--- src/rtl/ifd_pkg.sv ---
`timescale 1ns/1ps
package ifd_pkg;
   typedef enum logic [1:0] {OP_NONE = 2'd0, OP_MOV = 2'd1, OP_ADD = 2'd2} op_e;
   typedef enum logic [1:0] {SZ_8 = 2'd0, SZ_16 = 2'd1, SZ_32 = 2'd2, SZ_64 = 2'd3} size_e;
   typedef enum logic [1:0] {AM_RR = 2'd0, AM_IR = 2'd1, AM_MI = 2'd2, AM_MD = 2'd3} amode_e;
   typedef struct packed { logic w; logic r; logic x; logic b; } xpfx_t;
   typedef struct packed { logic [1:0] mm; logic [2:0] rrr; logic [2:0] bbb; } sel_t;
endpackage

--- src/rtl/ifd_pfx_scan.sv ---
`timescale 1ns/1ps
module ifd_pfx_scan
   import ifd_pkg::*;
#(
   parameter int WIN_BYTES = 15
) (
   input  logic [WIN_BYTES*8-1:0] win,
   output logic                   osz,
   output logic                   xpresent,
   output xpfx_t                  xp,
   output logic [1:0]             idx,
   output logic [7:0]             opc,
   output logic [7:0]             sel
);
   logic [7:0] b0, b1, b2, b3, cand;
   assign b0 = win[7:0];
   assign b1 = win[15:8];
   assign b2 = win[23:16];
   assign b3 = win[31:24];

   always_comb begin
      osz      = (b0 == 8'h66);
      cand     = osz ? b1 : b0;
      xpresent = (cand[7:4] == 4'h4);
      xp       = xpresent ? xpfx_t'(cand[3:0]) : xpfx_t'(4'h0);
      idx      = {1'b0, osz} + {1'b0, xpresent};
      case (idx)
         2'd0:    begin opc = b0; sel = b1; end
         2'd1:    begin opc = b1; sel = b2; end
         default: begin opc = b2; sel = b3; end
      endcase
   end
endmodule

--- src/rtl/ifd_opc_class.sv ---
`timescale 1ns/1ps
module ifd_opc_class
   import ifd_pkg::*;
(
   input  logic [7:0] opc,
   input  logic [7:0] sel_byte,
   input  logic       osz,
   input  xpfx_t      xp,
   output op_e        op,
   output size_e      size,
   output amode_e     amode,
   output logic [3:0] src,
   output logic [3:0] dst,
   output logic       has_sel,
   output logic       disp,
   output logic [3:0] imm_len,
   output logic       imm_sgn,
   output logic       bad
);
   sel_t sel;
   logic wbit, has_imm, grp;
   assign sel = sel_t'(sel_byte);

   always_comb begin
      op = OP_NONE; wbit = 1'b0; has_sel = 1'b0; has_imm = 1'b0;
      imm_len = 4'd0; imm_sgn = 1'b0; grp = 1'b0; bad = 1'b0;
      disp = 1'b0; amode = AM_RR; src = 4'd0; dst = 4'd0;
      case (opc)
         8'h88, 8'h89: begin op = OP_MOV; wbit = opc[0]; has_sel = 1'b1; end
         8'h00, 8'h01: begin op = OP_ADD; wbit = opc[0]; has_sel = 1'b1; end
         8'h04, 8'h05: begin
            op = OP_ADD; wbit = opc[0]; has_imm = 1'b1; imm_sgn = 1'b1;
            imm_len = !wbit ? 4'd1 : (osz && !xp.w) ? 4'd2 : 4'd4;
         end
         8'h80, 8'h81, 8'h83: begin
            op = OP_ADD; wbit = (opc != 8'h80); has_sel = 1'b1; has_imm = 1'b1;
            imm_sgn = 1'b1; grp = 1'b1;
            imm_len = (opc != 8'h81) ? 4'd1 : (osz && !xp.w) ? 4'd2 : 4'd4;
         end
         default: begin
            if (opc[7:4] == 4'hB) begin
               op = OP_MOV; wbit = opc[3]; has_imm = 1'b1;
               imm_len = !wbit ? 4'd1 : xp.w ? 4'd8 : osz ? 4'd2 : 4'd4;
            end else begin
               bad = 1'b1;
            end
         end
      endcase

      if (has_sel) begin
         dst = {xp.b, sel.bbb};
         src = has_imm ? 4'd0 : {xp.r, sel.rrr};
         case (sel.mm)
            2'b11: amode = has_imm ? AM_IR : AM_RR;
            2'b00: amode = AM_MI;
            2'b01: begin amode = AM_MD; disp = 1'b1; end
            default: bad = 1'b1;
         endcase
         if (sel.mm != 2'b11 && sel.bbb == 3'b100) bad = 1'b1;
         if (sel.mm == 2'b00 && sel.bbb == 3'b101) bad = 1'b1;
         if (grp && sel.rrr != 3'b000) bad = 1'b1;
      end else if (has_imm) begin
         amode = AM_IR;
         dst   = (opc[7:4] == 4'hB) ? {xp.b, opc[2:0]} : 4'd0;
      end

      if (!wbit)      size = SZ_8;
      else if (xp.w)  size = SZ_64;
      else if (osz)   size = SZ_16;
      else            size = SZ_32;
   end
endmodule

--- src/rtl/ifd_imm_gather.sv ---
`timescale 1ns/1ps
module ifd_imm_gather #(
   parameter int WIN_BYTES = 15,
   parameter int IMM_BYTES = 8
) (
   input  logic [WIN_BYTES*8-1:0] win,
   input  logic [3:0]             start,
   input  logic [3:0]             len,
   input  logic                   sgn,
   output logic [IMM_BYTES*8-1:0] imm
);
   localparam int WIN_W = WIN_BYTES * 8;
   logic [WIN_W-1:0] shifted;
   logic             msb;
   logic [7:0]       fill;

   assign shifted = win >> {start, 3'b000};

   always_comb begin
      msb = 1'b0;
      for (int k = 0; k < IMM_BYTES; k++)
         if (4'(k + 1) == len) msb = shifted[k*8+7];
   end
   assign fill = (sgn && msb) ? 8'hFF : 8'h00;

   for (genvar k = 0; k < IMM_BYTES; k++) begin : g_byte
      if (k < WIN_BYTES) begin : g_in
         assign imm[k*8 +: 8] = (4'(k) < len) ? shifted[k*8 +: 8] : fill;
      end else begin : g_out
         assign imm[k*8 +: 8] = fill;
      end
   end
endmodule

--- src/rtl/ilen_field_dec.sv ---
`timescale 1ns/1ps
module ilen_field_dec
   import ifd_pkg::*;
#(
   parameter int WIN_BYTES = 15,
   parameter int MAX_LEN   = 15,
   parameter int IMM_BYTES = 8,
   localparam int LEN_W    = $clog2(MAX_LEN + 1)
) (
   input  logic                   clk,
   input  logic                   rst_n,
   input  logic                   in_valid,
   input  logic [WIN_BYTES*8-1:0] in_bytes,
   output logic                   out_valid,
   output logic [1:0]             out_op,
   output logic [1:0]             out_width,
   output logic [3:0]             out_src,
   output logic [3:0]             out_dst,
   output logic [1:0]             out_mode,
   output logic [IMM_BYTES*8-1:0] out_imm,
   output logic [LEN_W-1:0]       out_len,
   output logic                   out_illegal,
   output logic                   out_byte_legacy
);
   if (WIN_BYTES < MAX_LEN) begin : g_chk_win
      $error("window narrower than the longest instruction");
   end
   if (IMM_BYTES != 8) begin : g_chk_imm
      $error("immediate output must be 8 bytes");
   end
   if (LEN_W != 4) begin : g_chk_len
      $error("length field must be 4 bits");
   end

   logic        osz, xpresent, has_sel, disp, imm_sgn, bad, ill;
   xpfx_t       xp;
   logic [1:0]  idx;
   logic [7:0]  opc, sel_byte;
   op_e         op;
   size_e       size;
   amode_e      amode;
   logic [3:0]  src, dst, imm_len, imm_start;
   logic [4:0]  len_sum;
   logic [IMM_BYTES*8-1:0] imm;

   ifd_pfx_scan #(.WIN_BYTES(WIN_BYTES)) u_pfx (
      .win(in_bytes), .osz(osz), .xpresent(xpresent), .xp(xp),
      .idx(idx), .opc(opc), .sel(sel_byte)
   );

   ifd_opc_class u_cls (
      .opc(opc), .sel_byte(sel_byte), .osz(osz), .xp(xp), .op(op), .size(size),
      .amode(amode), .src(src), .dst(dst), .has_sel(has_sel), .disp(disp),
      .imm_len(imm_len), .imm_sgn(imm_sgn), .bad(bad)
   );

   assign imm_start = {2'b00, idx} + 4'd1 + {3'b000, has_sel} + {3'b000, disp};
   assign len_sum   = {1'b0, imm_start} + {1'b0, imm_len};
   assign ill       = bad || (len_sum > 5'(MAX_LEN));

   ifd_imm_gather #(.WIN_BYTES(WIN_BYTES), .IMM_BYTES(IMM_BYTES)) u_imm (
      .win(in_bytes), .start(imm_start), .len(imm_len), .sgn(imm_sgn), .imm(imm)
   );

   always_ff @(posedge clk or negedge rst_n) begin
      if (!rst_n) begin
         out_valid <= 1'b0; out_op <= 2'd0; out_width <= 2'd0; out_src <= 4'd0;
         out_dst <= 4'd0; out_mode <= 2'd0; out_imm <= '0; out_len <= '0;
         out_illegal <= 1'b0; out_byte_legacy <= 1'b0;
      end else begin
         out_valid <= in_valid;
         if (in_valid) begin
            out_illegal <= ill;
            if (ill) begin
               out_op <= OP_NONE; out_width <= 2'd0; out_src <= 4'd0; out_dst <= 4'd0;
               out_mode <= 2'd0; out_imm <= '0; out_len <= LEN_W'(1);
               out_byte_legacy <= 1'b0;
            end else begin
               out_op <= op; out_width <= size; out_src <= src; out_dst <= dst;
               out_mode <= amode; out_imm <= imm; out_len <= LEN_W'(len_sum);
               out_byte_legacy <= (size == SZ_8) && !xpresent;
            end
         end
      end
   end
endmodule

--- config.mk ---
export PLATFORM = sky130hd
export DESIGN_NAME = ilen_field_dec
export DESIGN_NICKNAME = d
export VERILOG_FILES = /design/src/rtl/ifd_pkg.sv /design/src/rtl/ifd_pfx_scan.sv /design/src/rtl/ifd_opc_class.sv /design/src/rtl/ifd_imm_gather.sv /design/src/rtl/ilen_field_dec.sv
export SDC_FILE = /design/constraint.sdc
export NUM_CORES = 1
export LEC_CHECK = 0
export ABC_AREA = 1
export CORE_MARGIN = 2
export CORE_UTILIZATION = 40
export DETAILED_ROUTE_END_ITERATION = 8
export PLACE_DENSITY = 0.68
export REMOVE_ABC_BUFFERS = 1
export SLEW_MARGIN = 20
export SYNTH_ARGS = -nofsm -noshare
export SYNTH_HDL_FRONTEND = slang
export SYNTH_SLANG_ARGS = --single-unit
--- constraint.sdc ---
create_clock -name clk -period 1.4 [get_ports clk]
set_input_delay 0.14 -clock clk [delete_from_list [all_inputs] [get_ports clk]]
set_output_delay 0.14 -clock clk [all_outputs]
set_load 0.02 [all_outputs]
### Yosys cells after proc, flatten, opt, wreduce, memory -nomap -nowiden

Index checks and enable logic that the tools add are counted.

| operators by class | value |
|---|---|
| $add $sub $neg | 5 |
| eq/ne operators | 27 |
| order comparisons | 9 |
| reduce and logical (&&, ||, !) cells | 24 |
| mux-type cells | 66 |
| shift-type cells | 1 |

Operators by type and width:

| operator | number |
|---|---|
| right shift 120 x 7 -> 64 bit | 1 |
| two-way mux 8 bit | 10 |
| two-way mux 64 bit | 1 |
| two-way mux 4 bit | 13 |
| equality test 8 bit (second input constant) | 5 |
| one-hot mux 8 bit (2 select lines) | 2 |
| two-way mux 1 bit | 25 |
| equality test 3 x 4 -> 1 bit (first input constant) | 4 |
| equality test 8 x 3 -> 1 bit (second input constant) | 2 |
| < comparator 3 x 4 -> 1 bit (first input constant) | 4 |
| inequality test 8 bit (second input constant) | 2 |
| two-way mux 2 bit | 7 |
| OR reduction 7 bit | 2 |
| one-hot mux 4 bit (3 select lines) | 1 |
| two-way mux 3 bit | 3 |
| OR reduction 9 bit | 1 |
| equality test 2 x 4 -> 1 bit (first input constant) | 2 |
| equality test 8 x 1 -> 1 bit (second input constant) | 1 |
| equality test 8 x 7 -> 1 bit (second input constant) | 1 |
| logical NOT 8 bit | 1 |
| < comparator 1 x 4 -> 1 bit (first input constant) | 2 |
| < comparator 2 x 4 -> 1 bit (first input constant) | 2 |
| equality test 3 bit (second input constant) | 2 |
| logical AND 1 bit | 6 |
| 25 further kinds | 32 |

| storage, ports and cells | value |
|---|---|
| output and inout port bits | 85 |
| register bits after elaboration | 85 |

### Logic depth before layout (Yosys ltp)

Gate-level depths: netlist of run 1.

| depth | value |
|---|---|
| word-level depth | 24 |
| depth in mapped cells | 34 |
| depth with buffers taken out | 33 |

### Modules after synthesis

A second synthesis of run 1 with hierarchy kept.

| unflattened totals | value |
|---|---|
| cell total of the unflattened synthesis | 1571 |
| area total of the unflattened synthesis | 8867.3 um^2 |

Modules (own cells, without submodules):

| module | cells each | area an instance (um^2) | seq. area each (um^2) | times used |
|---|---|---|---|---|
| ifd_imm_gather | 970 | 4419.2 | 0.0 | 1 |
| ilen_field_dec | 387 | 3414.5 | 2127.0 | 1 |
| ifd_pfx_scan | 109 | 538.0 | 0.0 | 1 |
| ifd_opc_class | 105 | 495.5 | 0.0 | 1 |

### Worst setup path before layout of run 1

Ideal clock, no wire load.

| path | value |
|---|---|
| path type | input -> register |
| start | input port in_bytes[4] |
| end | register out_imm[0] |
| setup slack | -3.516 ns |
| buffers on the path | 5 |
| stages | 31 |
| setup time | 0.066 ns |
| arrival | 4.850 ns |
| data required time | 1.334 ns |
| path through | inv_1 nand2_1 nor3_1 ha_1 buf_2 a21oi_1 nand2_1 nand2_2 nand2_2 nor2_8 nand2_2 nand2_1 nor2_4 ha_1 inv_1 ha_1 inv_1 fa_1 clkinv_1 clkbuf_1 clkbuf_1 fa_1 nand2_1 nand2_1 nand2_2 nand3b_4 buf_6 buf_6 a21oi_1 nand2_1 nand2_1 |

| between the ends | value |
|---|---|
| word-level cells in the longest chain between the ends | 24 |
| elaborated cells between the ends (all ways) | 87 |
| those cells by class | add/sub: 5; order compare: 2; eq/ne: 26; shift: 1; mux: 35; reduce/logical: 18 |

RTL lines:

| item | line | text |
|---|---|---|
| start, declared | ilen_field_dec.sv:13 | `input logic [WIN_BYTES*8-1:0] in_bytes,` |
| equality test 8 x 7 -> 1 bit | ifd_pfx_scan.sv:22 | `osz = (b0 == 8'h66);` |
| two-way mux 8 bit | ifd_pfx_scan.sv:23 | `cand = osz ? b1 : b0;` |
| equality test 4 x 3 -> 1 bit | ifd_pfx_scan.sv:24 | `xpresent = (cand[7:4] == 4'h4);` |
| adder 1 x 1 -> 2 bit | ifd_pfx_scan.sv:26 | `idx = {1'b0, osz} + {1'b0, xpresent};` |
| equality test 2 x 1 -> 1 bit or logical NOT 2 bit (tied branches) | ifd_pfx_scan.sv:27 | `case (idx)` |
| one-hot mux 8 bit (2 select lines) | ifd_pfx_scan.sv:27 |  |
| equality test 8 bit (tied with other cells) | ifd_opc_class.sv:28 | `case (opc)` |
| OR reduction 7 bit (no line) | n/a |  |
| two-way mux 1 bit | ifd_opc_class.sv:28 |  |
| adder 3 x 1 -> 4 bit or two-way mux 1 bit (tied branches) | ilen_field_dec.sv:57, ifd_opc_class.sv:50 |  |
| adder 4 x 1 -> 4 bit | ilen_field_dec.sv:57 | `assign imm_start = {2'b00, idx} + 4'd1 + {3'b000, has_sel} + {3'b000, disp};` |
| right shift 120 x 7 -> 64 bit | ifd_imm_gather.sv:17 | `assign shifted = win >> {start, 3'b000};` |
| two-way mux 1 bit (8 in a row) | ifd_imm_gather.sv:22 | `if (4'(k + 1) == len) msb = shifted[k*8+7];` |
| logical AND 1 bit | ifd_imm_gather.sv:24 | `assign fill = (sgn && msb) ? 8'hFF : 8'h00;` |
| two-way mux 8 bit | ifd_imm_gather.sv:24 |  |
| two-way mux 8 bit | ifd_imm_gather.sv:28 | `assign imm[k*8 +: 8] = (4'(k) < len) ? shifted[k*8 +: 8] : fill;` |
| two-way mux 64 bit (*) | ilen_field_dec.sv:74 | `if (ill) begin` |
| end signal, assigned | ilen_field_dec.sv:80 | `out_mode <= amode; out_imm <= imm; out_len <= LEN_W'(len_sum);` |
| end, declared | ilen_field_dec.sv:20 | `output logic [IMM_BYTES*8-1:0] out_imm,` |

Mark *: on every way between the ends. The rest lies on a longest branch, timed or not.
A chain may end at the register's enable or synchronous reset.

### Worst setup path after layout of run 1

| path | value |
|---|---|
| start | input port in_bytes[3] |
| end | register out_imm[17] |

The elaborated chain is that of the path after synthesis.

==> results of run 1 <==
[timing repair]
item	4_1_cts	5_1_grt
gates resized for setup	278	130
hold buffers	1	0
pin swaps	54	47
gates cloned	8	2
setup buffers	54	9
hold endpoints to repair	24	0
setup endpoints to repair	169	84
[Yosys cell counts (all sizes together)]
cell	number	share of area
nand2	471	0.23
o21ai	196	0.13
nor2	123	0.069
inv	89	0.043
a21oi	87	0.065
dfrtp	85	0.27
clkbuf	52	0.025
nand3	38	0.028
buf	30	0.026
mux2i	30	0.039
o211ai	15	0.014
nor3	9	0.0058
o22ai	9	0.0072
ha	6	0.0096
nand4	6	0.0048
nand3b	5	0.0064
o21a	5	0.0048
a21boi	3	0.0029
a31oi	2	0.0016
fa	2	0.0051
mux2	2	0.0029
or2	2	0.0016
clkinv	1	0.00048
o221ai	1	0.0011
o22a	1	0.0011
xnor2	1	0.0011
xor2	1	0.0011
[per-stage QoR]
| step | utilization | cells | cell area (µm²) | worst slack (ns) |
|---|---|---|---|---|
| floorplan | - | 1190 | 7400 | -7.46 |
| global placement | 0.581 | 1829 | 11200 | -3.76 |
| detailed placement | 0.581 | 1829 | 11200 | -3.83 |
| CTS | 0.645 | 1907 | 12400 | -2.70 |
| global route | 0.672 | 1916 | 12900 | -3.21 |
| finish | 0.672 | 1916 | 12900 | -3.03 |
[worst max-delay path by stage]
stage	end	slack (ns)	cells past startpoint
after global routing	out_imm[31]	-3.21	34
after floorplan	out_width[0]	-7.46	25
after CTS	out_imm[7]	-2.70	28
final	out_imm[17]	-3.03	34
after detailed placement	out_imm[61]	-3.83	32
after global placement	out_width[0]	-3.76	28
[registers in the layout, summed over array words and instances, names as in the netlist]
register	cells
out_dst	4
out_width	2
out_imm	64
out_src	4
out_illegal	1
out_op	2
out_len	4
out_mode	2
out_valid	1
out_byte_legacy	1
[kinds of logic (layout without fill, tap and decap cells)]
kind of cell,Yosys count,in the layout,synth area share
flops,85,85,0.273
fa+ha+maj,8,8,0.0148
compound gates,319,319,0.225
buf+inv,172,551,0.0947
xor+xnor,2,2,0.00225
mux,32,32,0.0414
simple gates,654,654,0.349
[routing by layer]
layer  track usage  vias up  wire length (µm)
met1         0.407     4665             13600
met2         0.478      501             14800
met5             0        -                13
met4         0.165        2              1580
li1              -     4887                 -
met3        0.0613      103              3040
[layout make-up]
cell class | count | share of cell area
clock buffers | 10 | 0.0177
clock inverters | 6 | 0.00358
inverters | 90 | 0.0290
multi-input cells | 1015 | 0.440
flip-flops and latches | 85 | 0.164
well taps | 265 | 0.0256
repair buffers | 445 | 0.320
[power by group through the flow]
stage / clock network (mW) / registers (mW) / logic, mW
5_1_grt: 2.48 / 2.49 / 2.89
4_1_cts: 2.36 / 2.48 / 2.51
6_report: 2.34 / 2.48 / 2.67
3_5_place_dp: 0 / 2.53 / 2.28
3_3_place_gp: 0 / 2.53 / 2.27
2_1_floorplan: 0 / 2.56 / 1.08
[critical path: cells and delay by family]
kind | cells | cell delay [ns]
AND/OR/NAND/NOR | 16 | 1.58
adder cells (fa/ha/maj) | 4 | 1.48
buffers and inverters | 10 | 0.86
AO/OA/AOI/OAI | 4 | 0.60
==> metrics.md, run 1 <==
| Metric | Value |
|---|---|
| CP Class | `input port to register` |
| Peak fanout along the critical path | `8` |
| Yosys warning total | `0` |
| Longest Clk Path Bufs | `2` |
| Hold slack | `0.250 ns` |
| Core box area | `19300 µm²` |
| Worst R2R Path Depth | `2` |
| Pins Over Slew Limit | `0` |
| ANT cells | `0` |
| Status | `complete, but fails checks` |
| Clock network fraction of total power | `0.313` |
| Comb pwr share | `0.356` |
| Top Ports | `208` |
| Register Area | `2130 µm²` |
| P_int | `4.91 mW` |
| Drt total wl | `33100 µm` |
| Cell variety after synth | `41` |
| Total CTS buffers | `9` |
| Min-Delay Path Class | `input port to async pin` |
| Clk Latency, worst-skew pair | `0.35 ns` |
| Minimum clock period | `4.43 ns` |
| Relative slew slack | `0.572` |
| Setup Skew | `0 ns` |
| Reg clk slew, reported paths | `0.07 ns` |
| Post-synthesis cell count | `1272` |
| # nets final | `1777` |
| Mapped cell area | `7800 µm²` |
| Hpwl dp | `22500 µm` |
| Critical Path RT | `1.65 ns` |
| Die area | `20600 µm²` |
| Synth-to-layout area growth | `66.0%` |
| Grt total ovfl | `0` |
| Most common cell on crit path | `nand2_1` |
| First-pass GRT wire length | `49100 µm` |
| Final Cycle Share | `3.16` |
| Worst path slowest cell | `fa_4` |
| Avg Inst Size Synth | `6.13 µm²` |
| Most frequent cells in the layout | `368 x nand2_1, 198 x buf_4, 172 x o21ai_0` |
| Synth Register Bits | `85` |
| CTS root buffer | `clkbuf_16` |
| Crit start category | `input port` |
| MaxCap Viol Count | `0` |
| Crit path from | `in_bytes[3]` |
| Remaining routing DRC violations | `0` |
| Pwr Total | `7.49 mW` |
| Fin. Hold Viols | `0` |
| Rows | `51` |
| Slowest Stage Delay on Critical Path | `0.88 ns` |
| Pwr/cell area | `579 nW/µm²` |
| Multi-input gate area | `5690 µm²` |
| Vias/cell | `5.30` |
| Failing checks | `negative setup slack` |
| Initial antenna violation count | `1` |
| CP endpoint kind | `register` |
| Final WS setup | `-3.03 ns` |
| Clk sink count | `85` |
| RSZ-0062 raised after global routing | `true` |
| Placer Congestion | `0.984` |
| TritonCTS clock tree | `yes` |
| Reg2reg setup slack | `0.70 ns` |
| P_sw | `2.58 mW` |
| Iter 0 DRT Violations | `852` |
| Max Clk Rate | `226 MHz` |
| Via count | `10200` |
| TritonRoute pass-1 iters | `5` |
| Die width | `144 µm` |
| GRT Overall Usage | `0.309` |
| Initial Util | `0.405` |
| Worst VDD drop | `0.483 mV` |
| Tightest Pin Transition | `0.635 ns` |
| Number of global-route vias before repair | `9381` |
| Share of cells above drive strength 1 | `0.291` |
| RR Endpoint | `out_imm[19]` |
| Chip height | `144 µm` |
| Setup TNS | `-243.11 ns` |
| # setup viols final | `84` |
| Pin count of the biggest net entering global routing | `55` |
| Worst path arrival time | `4.67 ns` |
| Commonest non-fill, non-tap cell in the layout | `nand2_1` |
| Crit Reg-Reg Startpoint | `out_imm[19]` |
| Routed len/inst | `17.3 µm` |
| Final ANT Viol Nets | `0` |
| Port Buffers | `207` |
| # H-tree levels | `3` |
| Leak | `7.18 nW` |
| Filler cells | `1739` |
| Seq pwr share | `0.332` |
| Net Sw Frac | `0.345` |
| Register area share after synthesis | `0.273` |
Power figures use the tool's default switching activity.
==> run 2, diff against run 1 <==
- CAP_MARGIN: not set -> 30
- SLEW_MARGIN: 20 -> not set
==> results of run 2 <==
Final layout, timing and power as in run 1 (identical DEF).
